## config.mk

```make
export PLATFORM = sky130hd
export DESIGN_NAME = short_retry_top
export DESIGN_NICKNAME = d
export VERILOG_FILES = /design/src/rtl/short_retry_pkg.sv /design/src/rtl/short_retry_datapath.sv /design/src/rtl/short_retry_ctrl.sv /design/src/rtl/short_retry_top.sv
export SDC_FILE = /design/constraint.sdc
export NUM_CORES = 1
export LEC_CHECK = 0
export BUFFER_PORTS_ARGS = -buffer_cell sky130_fd_sc_hd__buf_2
export CAP_MARGIN = 0
export CORE_ASPECT_RATIO = 0.7
export CORE_MARGIN = 5
export CORE_UTILIZATION = 59
export CTS_CLUSTER_SIZE = 10
export DETAILED_ROUTE_END_ITERATION = 8
export PLACE_DENSITY_LB_ADDON = 0.08
export SLEW_MARGIN = 20
export SYNTH_ARGS = -nofsm -noshare
export SYNTH_HDL_FRONTEND = slang
export SYNTH_SLANG_ARGS = --single-unit
```

## constraint.sdc

```tcl
create_clock -name clk -period 3.2 [get_ports clk]
set_clock_uncertainty 0.05 [all_clocks]
set_input_delay 0.16 -clock clk [delete_from_list [all_inputs] [get_ports clk]]
set_output_delay 0.16 -clock clk [all_outputs]
set_load 0.03 [all_outputs]
```

## src/rtl/short_retry_pkg.sv

```systemverilog
package short_retry_pkg;

  typedef enum logic [1:0] {
    ST_RUN   = 2'd0,
    ST_HOLD  = 2'd1,
    ST_REST  = 2'd2,
    ST_PROBE = 2'd3
  } retryState_t;

  typedef struct packed {
    logic cntInc;
    logic cntClr;
    logic sawClr;
    logic liveSet;
    logic liveClr;
    logic stickySet;
  } ctlStrobe_t;

endpackage

```

## src/rtl/short_retry_datapath.sv

```systemverilog
module short_retry_datapath
  import short_retry_pkg::*;
#(
  parameter int QUAL_TICKS   = 100,
  parameter int OFF_TICKS    = 440,
  parameter int PROBE_TICKS  = 440,
  parameter int PERIOD_TICKS = 26000
) (
  input  logic       clk,
  input  logic       rstN,
  input  ctlStrobe_t stb,
  input  logic       ocFlag,
  input  logic       statusRd,
  output logic       hitQual,
  output logic       hitOff,
  output logic       hitGap,
  output logic       hitProbe,
  output logic       seenOc,
  output logic       faultLive,
  output logic       faultSticky
);

  localparam int GAP_TICKS = PERIOD_TICKS - PROBE_TICKS;
  localparam int MAX_A     = (OFF_TICKS > GAP_TICKS) ? OFF_TICKS : GAP_TICKS;
  localparam int CNT_MAX   = (MAX_A > PROBE_TICKS) ? MAX_A : PROBE_TICKS;
  localparam int CW        = $clog2(CNT_MAX + 1);

  localparam logic [CW-1:0] QUAL_C  = CW'(QUAL_TICKS);
  localparam logic [CW-1:0] OFF_C   = CW'(OFF_TICKS);
  localparam logic [CW-1:0] GAP_C   = CW'(GAP_TICKS);
  localparam logic [CW-1:0] PROBE_C = CW'(PROBE_TICKS);

  logic [CW-1:0] tickCnt;
  logic [CW-1:0] cntNext;
  logic          sawOc;

  assign cntNext  = tickCnt + 1'b1;
  assign hitQual  = (cntNext == QUAL_C);
  assign hitOff   = (cntNext == OFF_C);
  assign hitGap   = (cntNext == GAP_C);
  assign hitProbe = (cntNext == PROBE_C);
  assign seenOc   = sawOc | ocFlag;

  always_ff @(posedge clk or negedge rstN) begin
    if (!rstN) begin
      tickCnt <= '0;
    end else if (stb.cntClr) begin
      tickCnt <= '0;
    end else if (stb.cntInc) begin
      tickCnt <= cntNext;
    end
  end

  always_ff @(posedge clk or negedge rstN) begin
    if (!rstN) begin
      sawOc <= 1'b0;
    end else if (stb.sawClr) begin
      sawOc <= 1'b0;
    end else begin
      sawOc <= seenOc;
    end
  end

  always_ff @(posedge clk or negedge rstN) begin
    if (!rstN) begin
      faultLive <= 1'b0;
    end else if (stb.liveSet) begin
      faultLive <= 1'b1;
    end else if (stb.liveClr) begin
      faultLive <= 1'b0;
    end
  end

  // A new event outranks a read in the same cycle
  always_ff @(posedge clk or negedge rstN) begin
    if (!rstN) begin
      faultSticky <= 1'b0;
    end else if (stb.stickySet) begin
      faultSticky <= 1'b1;
    end else if (statusRd) begin
      faultSticky <= 1'b0;
    end
  end

endmodule

```

## src/rtl/short_retry_ctrl.sv

```systemverilog
module short_retry_ctrl
  import short_retry_pkg::*;
(
  input  logic       clk,
  input  logic       rstN,
  input  logic       tickUs,
  input  logic       driveReq,
  input  logic       ocFlag,
  input  logic       hitQual,
  input  logic       hitOff,
  input  logic       hitGap,
  input  logic       hitProbe,
  input  logic       seenOc,
  output ctlStrobe_t stb,
  output logic       drvEn
);

  retryState_t state;
  retryState_t stateNext;

  always_ff @(posedge clk or negedge rstN) begin
    if (!rstN) begin
      state <= ST_RUN;
    end else begin
      state <= stateNext;
    end
  end

  always_comb begin
    stb       = '0;
    stateNext = state;
    drvEn     = 1'b0;
    unique case (state)
      ST_RUN: begin
        drvEn = driveReq;
        if (driveReq && ocFlag) begin
          if (tickUs) begin
            stb.cntInc = 1'b1;
            if (hitQual) begin
              stb.liveSet   = 1'b1;
              stb.stickySet = 1'b1;
              stateNext     = ST_HOLD;
            end
          end
        end else begin
          stb.cntClr = 1'b1;
        end
      end
      ST_HOLD: begin
        drvEn = driveReq;
        if (tickUs) begin
          stb.cntInc = 1'b1;
          if (hitOff) begin
            stb.cntClr = 1'b1;
            stateNext  = ST_REST;
          end
        end
      end
      ST_REST: begin
        if (tickUs) begin
          stb.cntInc = 1'b1;
          if (hitGap) begin
            stb.cntClr = 1'b1;
            stb.sawClr = 1'b1;
            stateNext  = ST_PROBE;
          end
        end
      end
      ST_PROBE: begin
        drvEn = driveReq;
        if (tickUs) begin
          stb.cntInc = 1'b1;
          if (hitProbe) begin
            stb.cntClr = 1'b1;
            if (seenOc) begin
              stateNext = ST_REST;
            end else begin
              stb.liveClr = 1'b1;
              stateNext   = ST_RUN;
            end
          end
        end
      end
      default: stateNext = ST_RUN;
    endcase
  end

endmodule

```

## src/rtl/short_retry_top.sv

```systemverilog
module short_retry_top
  import short_retry_pkg::*;
#(
  parameter int QUAL_TICKS   = 100,
  parameter int OFF_TICKS    = 440,
  parameter int PROBE_TICKS  = 440,
  parameter int PERIOD_TICKS = 26000
) (
  input  logic clk,
  input  logic rstN,
  input  logic tickUs,
  input  logic driveReq,
  input  logic ocFlag,
  input  logic statusRd,
  output logic drvEn,
  output logic faultLive,
  output logic faultSticky,
  output logic irqN
);

  ctlStrobe_t stb;
  logic hitQual, hitOff, hitGap, hitProbe, seenOc;

  short_retry_ctrl u_ctrl (
    .clk      (clk),
    .rstN     (rstN),
    .tickUs   (tickUs),
    .driveReq (driveReq),
    .ocFlag   (ocFlag),
    .hitQual  (hitQual),
    .hitOff   (hitOff),
    .hitGap   (hitGap),
    .hitProbe (hitProbe),
    .seenOc   (seenOc),
    .stb      (stb),
    .drvEn    (drvEn)
  );

  short_retry_datapath #(
    .QUAL_TICKS   (QUAL_TICKS),
    .OFF_TICKS    (OFF_TICKS),
    .PROBE_TICKS  (PROBE_TICKS),
    .PERIOD_TICKS (PERIOD_TICKS)
  ) u_dp (
    .clk         (clk),
    .rstN        (rstN),
    .stb         (stb),
    .ocFlag      (ocFlag),
    .statusRd    (statusRd),
    .hitQual     (hitQual),
    .hitOff      (hitOff),
    .hitGap      (hitGap),
    .hitProbe    (hitProbe),
    .seenOc      (seenOc),
    .faultLive   (faultLive),
    .faultSticky (faultSticky)
  );

  assign irqN = ~faultSticky;

endmodule

```

==> qor.csv, run 1 <==
metric;value;unit
floorplan.initialDensity;62.6;%
synth_top_family_by_area;simple AND/OR/NAND/NOR gates;
die-width;67.6;microns
root_buffer;clkbuf_4;
ys_async_sr_fraction;100;%
arrival;2930;ps
setup_viol;0;
synthesis.nets;157;
cts.clk_slew.worst_paths;120;ps
grt_start_max_net_pins;21;
peakVddDrop;0.386;mV
cellPowerDensity;542;mW/mm^2
final_core_util;65.9;%
yosysSeqAreaShare;36.5;%
synth-compound-area-share;10.5;%
min_period_over_period;86.3;%
cts_tree;built;
fin_ws;440;ps
tns;0;ps
slew_viol_final;0;
cts_buffers;3;
tightestPinTransition;756;ps
wl_per_cell;16.6;microns
rsz0062_at_grt;no;
syn_area;0.00137;sq mm
clk_latency;310;ps
hold_path_depth;3;
synth_cell_type_count;43;
synth_cells;150;
cts.path.max_buffers;2;
diodes;0;
r2r_slack;440;ps
drive_above_1_share;18.3;%
antenna_found_initial;0;
r2r_cells;7;
status;complete, no violations;
track_usage;20.2;%
r2r_end;u_ctrl.state[1];
via_count;1162;
fin_nets;161;
crit_slowest_cell;and4_1;
crit_chain;ha_1 -> nand2_1 -> nor4_2 -> xor2_1 -> nor4_1 -> and4_1 -> mux2_4;
synthMuxAreaShare;1.82;%
critical_path.max_fanout;10;
ioPinCount;10;
synth_edf_count;0;
die_h;50.3;microns
drv_cap;0;
grt_overflow;0;
wl;3070;microns
critPathBufInv;0;
via_per_inst;6.28;
h-tree-depth;1;
grt_pass1_wl;5290;microns
crit_type;reg2reg;
cp-start-kind;flop;
synthAdderAreaFrac;0.912;%
place_congestion;0.915;
register_area;500;sq um
min_period;2760;ps
drt-initial-drc-count;79;
multi_input_area;778;sq um
finalHoldViolations;0;
reg2reg_from;u_dp.tickCnt[0];
crit_family;simple AND/OR/NAND/NOR gates;
leakagePower;0.547;nW
holdPathEnd;u_dp.sawOc;
hold_path.class;in2reg;
grt_pass1_vias;1112;
die_area;0.00340;sq mm
num-fill-cells;184;
rows;14;
synthXorXnorAreaFrac;10.2;%
max_freq;362;MHz
critical-path-max-stage-delay;510;ps
antenna_left;0;
cts_sinks;20;
synth_warnings;0;
total_power;0.000781;W
min_from;ocFlag;
drtPass1Iterations;4;
post-place-ws;455;ps
yosys.area_share.simple;32.4;%
io_buffers;9;
slew_headroom;49.5;%
cp_data_required_time;3360;ps
area_growth;5.20;%
crit_path_end_kind;flop;
route.detailed.drc;0;
ys_ff_latch;20;
dpl.hpwl;2180;microns
core;0.00219;sq mm
synth_flop_cell;dfrtp_1;
synth.avg_cell_area;9.14;sq um
[what timing repair did]
action                                 in CTS  in global routing
resized for setup                           0                  0
hold buffers                                2                  0
endpoints found under the hold margin      21                  0
setup buffers                               0                  0
[routing by layer]
layer / part of all wire (%) / vias up / global-route usage [%] / routed length, microns
met5: 0 / - / 0 / 0
met3: 5.8 / 5 / 5.36 / 179
met4: 0.62 / 0 / 4.38 / 19
li1: - / 554 / - / -
met2: 45 / 37 / 30.4 / 1390
met1: 48 / 566 / 29.1 / 1480
[where the power goes]
part	leakage [nW]	switching (W)	total (W)	internal, W
combinational	0.279	0.000127	0.000234	0.000107
clock	0.0210	0.0000846	0.000154	0.0000696
sequential	0.247	0.0000954	0.000393	0.000297
total	0.547	0.000307	0.000781	0.000474
[metrics by stage]
| step | hold WS, ps | instances | instance area (sq um) |
|---|---|---|---|
| 6_report | 169 | 185 | 1440 |
| 5_1_grt | 178 | 185 | 1440 |
| 4_1_cts | 153 | 185 | 1440 |
| 3_5_place_dp | 83.3 | 179 | 1380 |
| 3_3_place_gp | 74.6 | 179 | 1380 |
| 2_1_floorplan | -186 | 150 | 1370 |
[synth_stat cells, types with 2 or more instances]
cell	n	share of area, %
dfrtp_1	20	36
nand2_1	16	4.4
nor2_1	16	4.4
nor4_1	10	4.6
xnor2_1	10	6.4
nor3_1	8	2.9
inv_1	6	1.6
nand3_1	6	2.2
xor2_1	6	3.8
nand4_1	5	2.3
buf_6	4	3.3
clkbuf_1	4	1.1
a311oi_1	3	1.9
a21oi_1	2	0.73
and3_2	2	1.1
clkbuf_2	2	0.73
nand4b_1	2	1.3
o21ai_0	2	0.73
or4_1	2	1.1
[cell usage in the layout (no fill, tap or decap), types with 2 or more instances in the layout]
| cell | instances |
|---|---|
| nand3_1 | 6 |
| dfrtp_1 | 20 |
| o21ai_0 | 2 |
| nor2_1 | 16 |
| dlygate4sd3_1 | 2 |
| xor2_1 | 6 |
| or4_1 | 2 |
| xnor2_1 | 10 |
| nor3_1 | 8 |
| nor4_1 | 10 |
| buf_2 | 9 |
| inv_1 | 6 |
| nand2_1 | 16 |
| and3_2 | 2 |
| clkbuf_4 | 3 |
| nand4b_1 | 2 |
| a21oi_1 | 2 |
| nand4_1 | 5 |
| a311oi_1 | 3 |
[state kept, by name, summed over array words and instances, names as in the netlist]
register          cells
u_dp.faultLive        1
u_dp.sawOc            1
u_ctrl.state          2
u_dp.tickCnt         15
u_dp.faultSticky      1
[cell type report]
type	instances	area share (%)
clock buffers	4	2.52
well taps	32	2.78
flip-flops and latches	20	34.7
inverters	6	1.56
multi-input cells	112	53.9
repair buffers	11	4.51
[logic make-up (layout without fill, tap and decap cells)]
kind of cell / Yosys count / after routing
XOR/XNOR: 16 / 16
AND/OR/NAND/NOR: 76 / 76
buffers and inverters: 18 / 21
flip-flops: 20 / 20
adder cells (fa/ha/maj): 1 / 1
multiplexers: 2 / 2
AO/OA/AOI/OAI: 17 / 17
[how the worst max path moves through the flow]
stage	start	cells past startpoint	to
after CTS	u_dp.tickCnt[0]	7	u_ctrl.state[1]
after global routing	u_dp.tickCnt[0]	7	u_ctrl.state[1]
after detailed placement	u_dp.tickCnt[0]	7	u_ctrl.state[1]
after global placement	u_dp.tickCnt[0]	7	u_ctrl.state[1]
final	u_dp.tickCnt[0]	7	u_ctrl.state[1]
after floorplan	u_dp.tickCnt[0]	8	u_ctrl.state[1]
[worst min-delay path, cell delays in order]
cell,delay (ps)
buf_2,130
nor2_1,150
a41oi_1,60
(Power assumes the default switching activity.)
==> inputs of run 2 (changes only) <==
Settings changed: CORE_UTILIZATION 59 to 53, CTS_CLUSTER_DIAMETER from default to 200.
Clock period 3.2 ns to 2.4 ns, I/O delays scaled along.
==> qor.csv, run 2 (same netlist as run 1, synthesis figures left out) <==
metric;value;unit
critical-path-max-stage-delay;440;ps
pwr-share-clk;18.6;%
min_period_over_period;96.0;%
cts.path.max_buffers;2;
status;complete, no violations;
diodes;0;
grt_pass1_wl;5570;microns
comb_power_share;40.4;%
mostFrequentLayoutCell;dfrtp_1;
hold_path.class;in2reg;
crit_chain;ha_1 -> nand2_1 -> nor4_4 -> or4_1 -> a211oi_2 -> and4_4 -> mux2_4;
final_cell_mix;20 x dfrtp_1, 16 x nand2_1, 16 x nor2_1, 16 x buf_4, 10 x xnor2_1;
cp_data_required_time;2500;ps
die_area;0.00372;sq mm
h-tree-depth;1;
grt_overflow;0;
switchingPower;0.000438;W
cts_sinks;20;
ioPinCount;10;
fin_ws;96.3;ps
post-place-ws;63.9;ps
placedCellCount;196;
largest_register_ffs;15;
arrival;2400;ps
peakVddDrop;0.441;mV
cp-start-kind;flop;
p_seq_share;41.0;%
crit_type;reg2reg;
setup_viol;0;
grt_pass1_vias;1129;
area_growth;15.5;%
die_h;52.6;microns
cellPowerDensity;741;mW/mm^2
drtPass1Iterations;4;
min_period;2300;ps
via_per_inst;5.93;
antenna_left;0;
crit_slowest_cell;or4_1;
root_buffer;clkbuf_8;
p_sw_share;37.3;%
leakagePower;0.634;nW
finalHoldViolations;0;
die-width;70.8;microns
floorplan.initialDensity;55.4;%
fin_nets;177;
num-fill-cells;227;
grt_start_max_net_pins;21;
drt-initial-drc-count;72;
critical_path.max_fanout;5;
tightestPinTransition;460;ps
rsz0062_at_grt;yes;
track_usage;19.6;%
max_freq;434;MHz
wl;3310;microns
hold_path_depth;3;
rows;15;
core;0.00248;sq mm
slew_viol_final;0;
drive_above_1_share;28.0;%
antenna_found_initial;0;
clk_latency;260;ps
place_congestion;0.942;
p_int;0.000735;W
via_count;1197;
largestRegisters;u_dp.tickCnt x15, u_ctrl.state x2;
slew_headroom;69.3;%
wl_per_cell;16.4;microns
route.detailed.drc;0;
crit_path_end_kind;flop;
io_buffers;9;
cts_tree;built;
dpl.hpwl;2450;microns
fin_cells;202;
top_register;u_dp.tickCnt;
cts.clk_slew.worst_paths;70;ps
r2r_cells;7;
drv_cap;0;
cts_buffers;3;
## run 2: power groups by stage
stage,sequential [W],clock (W),combinational [W]
2_1_floorplan,0.000445,0,0.000349
3_3_place_gp,0.000479,0,0.000445
3_5_place_dp,0.000484,0,0.000459
4_1_cts,0.000478,0.000224,0.000463
5_1_grt,0.000487,0.000245,0.000525
6_report,0.000481,0.000219,0.000474
## run 2: stage by stage
stage	hold slack, ps	area [sq um]	utilization [%]	setup TNS (ps)	total power, W
after floorplan	-226	1370	-	0	0.000794
after global placement	37.2	1490	60.3	0	0.000924
after detailed placement	52.4	1490	60.3	0	0.000943
after CTS	180	1560	62.8	0	0.00117
after global routing	195	1580	63.9	-11.0	0.00126
final	180	1580	63.9	0	0.00117
## run 2: repair_timing
action / in CTS / in global routing
hold buffers: 2 / 0
gates resized for setup: 0 / 6
buffers inserted: 0 / 1
setup endpoints to repair: 0 / 8
hold endpoints to repair: 21 / 0
## run 2: worst paths after layout
check | slack, ps | start | endpoint
worst max-delay path | 100 | u_dp.tickCnt[0] | u_ctrl.state[1]
worst min-delay path | 180 | ocFlag | u_dp.sawOc
worst max register to register | 100 | u_dp.tickCnt[0] | u_ctrl.state[1]
worst min register to register | 490 | u_dp.faultLive | u_dp.faultLive
max in group asynchronous | 1690 | rstN | u_dp.tickCnt[12]
min in group asynchronous | 290 | rstN | u_dp.tickCnt[6]
## run 2: area by class of cell
class / count / area [sq um] / share of cell area, %
sequential: 20 / 500 / 31.6
inverter: 6 / 22.5 / 1.42
timing repair buffer: 27 / 185 / 11.7
clock buffer: 3 / 41.3 / 2.61
multi-input combinational: 112 / 792 / 50.0
tap: 34 / 42.5 / 2.69
## run 2: per-layer routing
metal | GRT usage, % | wire length (microns)
met1 | 29.0 | 1710
met2 | 28.3 | 1360
met3 | 4.98 | 199
met4 | 4.69 | 36
met5 | 0 | 0
## run 2: worst max-delay path, delay by kind of cell (launching register included)
kind / cells / cell delay [ps]
and+or+nand+nor: 4 / 980
adders and majority gates: 1 / 210
AOI/OAI and AO/OA: 1 / 270
muxes: 1 / 300
DFF: 1 / 380
==> inputs of run 3 (changes only) <==
Settings changed: CORE_UTILIZATION 53 to 54, SYNTH_HIERARCHICAL from default to 1.
==> qor.csv, run 3 <==
metric;value;unit
yosysSeqAreaShare;33.0;%
total_power;0.000645;W
crit_path_end_kind;flop;
largest_register_ffs;15;
peakVddDrop;0.332;mV
rsz0062_at_grt;yes;
gr-usage-met1;30.0;%
multi_input_area;0.00100;sq mm
via_count;1478;
antenna_found_initial;0;
synth.area.top_cells;dfrtp_1 33%, xor2_1 4.6%, nor2_1 4.5%;
wl_per_cell;17.5;microns
antenna_left;0;
drt-initial-drc-count;132;
crit_type;reg2reg;
synthesis.nets;178;
synth_top_area_share;33.0;%
num-fill-cells;201;
synth_cell_type_count;48;
diodes;0;
max_freq;382;MHz
r2r_end;u_dp/tickCnt[3];
place_congestion;0.888;
min_period_over_period;109;%
syn_area;0.00152;sq mm
cts.clk_slew.worst_paths;80;ps
root_buffer;clkbuf_8;
hold-worst-slack;67.0;ps
register_area;504;sq um
reg2reg_from;u_dp/tickCnt[0];
fin_ws;-219;ps
final_cell_mix;36 x buf_4, 17 x dfrtp_1, 13 x nor2_1, 12 x nand2_1;
ioPinCount;10;
fin_nets;218;
leakagePower;0.877;nW
synth_common_cells;20 x dfrtp_1, 18 x nor2_1, 13 x nand2_1;
cts_sinks;20;
cts_buffers;3;
min_period;2620;ps
busiest_layer;met2;
h-tree-depth;1;
drive_above_1_share;40.7;%
top_register;u_dp/tickCnt;
setup_viol;17;
holdPathEnd;u_dp/faultSticky;
slew_headroom;68.9;%
via_per_inst;6.03;
grt_overflow;0;
route.detailed.drc;0;
drtPass1Iterations;4;
arrival;2730;ps
r2r_cells;12;
core;0.00274;sq mm
violations;negative setup slack;
hold_path_depth;3;
grt_pass1_wl;6180;microns
clk_latency;270;ps
yosys.area.top_type;dfrtp_1;
slew_viol_final;0;
rows;16;
wl;4300;microns
cp-start-kind;flop;
track_usage;20.7;%
synth_warnings;6;
tns;-3090;ps
r2r_slack;-220;ps
synth_flop_cell;dfrtp_1;
ys_async_sr_fraction;100;%
cts.path.max_buffers;2;
finalHoldViolations;0;
area_growth;33.1;%
cts_tree;built;
largestRegisters;u_dp/tickCnt x15, u_ctrl/state x2;
synth.avg_cell_area;8.91;sq um
ys_ff_latch;20;
critical_path.max_fanout;7;
synth_edf_count;0;
grt_start_max_net_pins;21;
tightestPinTransition;467;ps
met3_usage;3.85;%
mostFrequentLayoutCell;buf_4;
floorplan.initialDensity;55.2;%
die_area;0.00398;sq mm
status;finished with violations;
hold_path.class;in2reg;
yosysMostFrequentCell;dfrtp_1;
grt_pass1_vias;1302;
dpl.hpwl;2780;microns
io_buffers;9;
die-width;73.3;microns
met2_usage;30.9;%
cellPowerDensity;320;mW/mm^2
min_from;statusRd;
drv_cap;0;
die_h;54.3;microns
synth_cells;170;
cp_data_required_time;2510;ps
[run 3: changes by cell type after synthesis, moves of 5 or more]
cell | previous run | this run
nor3_1 | 8 | 2
o21ai_0 | 2 | 8
nor4_1 | 10 | 4
a21oi_1 | 2 | 7
[run 3: cell families (layout without fill, tap and decap cells)]
group	Yosys count	after routing	synth area share [%]
simple gates	77	77	31.7
compound gates	32	32	13.3
buf+inv	21	60	9.58
flops	20	20	33.0
xor+xnor	14	14	8.09
mux	4	4	2.64
fa+ha+maj	2	2	1.65
[run 3: area by class of cell]
cell class | count | share of cell area [%]
Clock buffer | 4 | 2.73
Sequential cell | 20 | 25.0
Inverter | 7 | 1.30
Timing Repair Buffer | 49 | 18.9
Tap cell | 36 | 2.23
Multi-Input combinational cell | 129 | 49.8
[run 3: worst max path at each step]
stage	slack [ps]	from	endpoint	cells past startpoint
6_report	-220	u_dp/tickCnt[0]	u_dp/tickCnt[3]	12
5_1_grt	-370	u_dp/tickCnt[0]	u_dp/tickCnt[3]	12
4_1_cts	-120	u_dp/tickCnt[6]	u_dp/tickCnt[8]	10
3_5_place_dp	-190	u_dp/tickCnt[0]	u_dp/tickCnt[13]	11
3_3_place_gp	-80	u_dp/tickCnt[0]	u_dp/tickCnt[10]	11
2_1_floorplan	-180	u_dp/tickCnt[0]	u_dp/tickCnt[6]	13
[run 3: metrics by stage]
stage	util, %	area (sq um)	setup slack (ps)	cells
global route	73.5	2020	-366	245
CTS	67.9	1860	-125	240
floorplan	-	1550	-176	170
finish	73.5	2020	-219	245
global placement	64.6	1770	-81.6	235
detailed placement	64.6	1770	-193	235
[run 3: report_power, final]
group / switching [W] / internal, W / total, W
Sequential: 0.000000562 / 0.000337 / 0.000338
Combinational: 0.0000283 / 0.0000186 / 0.0000469
Clock: 0.000114 / 0.000146 / 0.000260
Total: 0.000142 / 0.000502 / 0.000645
[run 3: routing by layer]
metal,wire length (microns),up-vias
li1,-,691
met1,1890,707
met2,1930,68
met3,399,12
met4,79,0
met5,0,-
[run 3: worst max-delay path: stages (launching register included)]
cell and delay [ps]:
dfrtp_1 420, ha_4 200, buf_4 150, nand4_4 90
buf_4 130, o22ai_1 60, a311oi_1 290, nor2_1 110
nor4_4 340, a31oi_2 170, a21boi_4 260, clkbuf_16 190
nor2_1 50
[run 3: timing repair]
item | CTS | global route
gates resized for setup | 4 | 22
setup endpoints to repair | 17 | 20
hold buffers | 1 | 0
buffers inserted | 1 | 5
hold endpoints to repair | 20 | 0
gates cloned | 0 | 1
pin swaps | 4 | 12
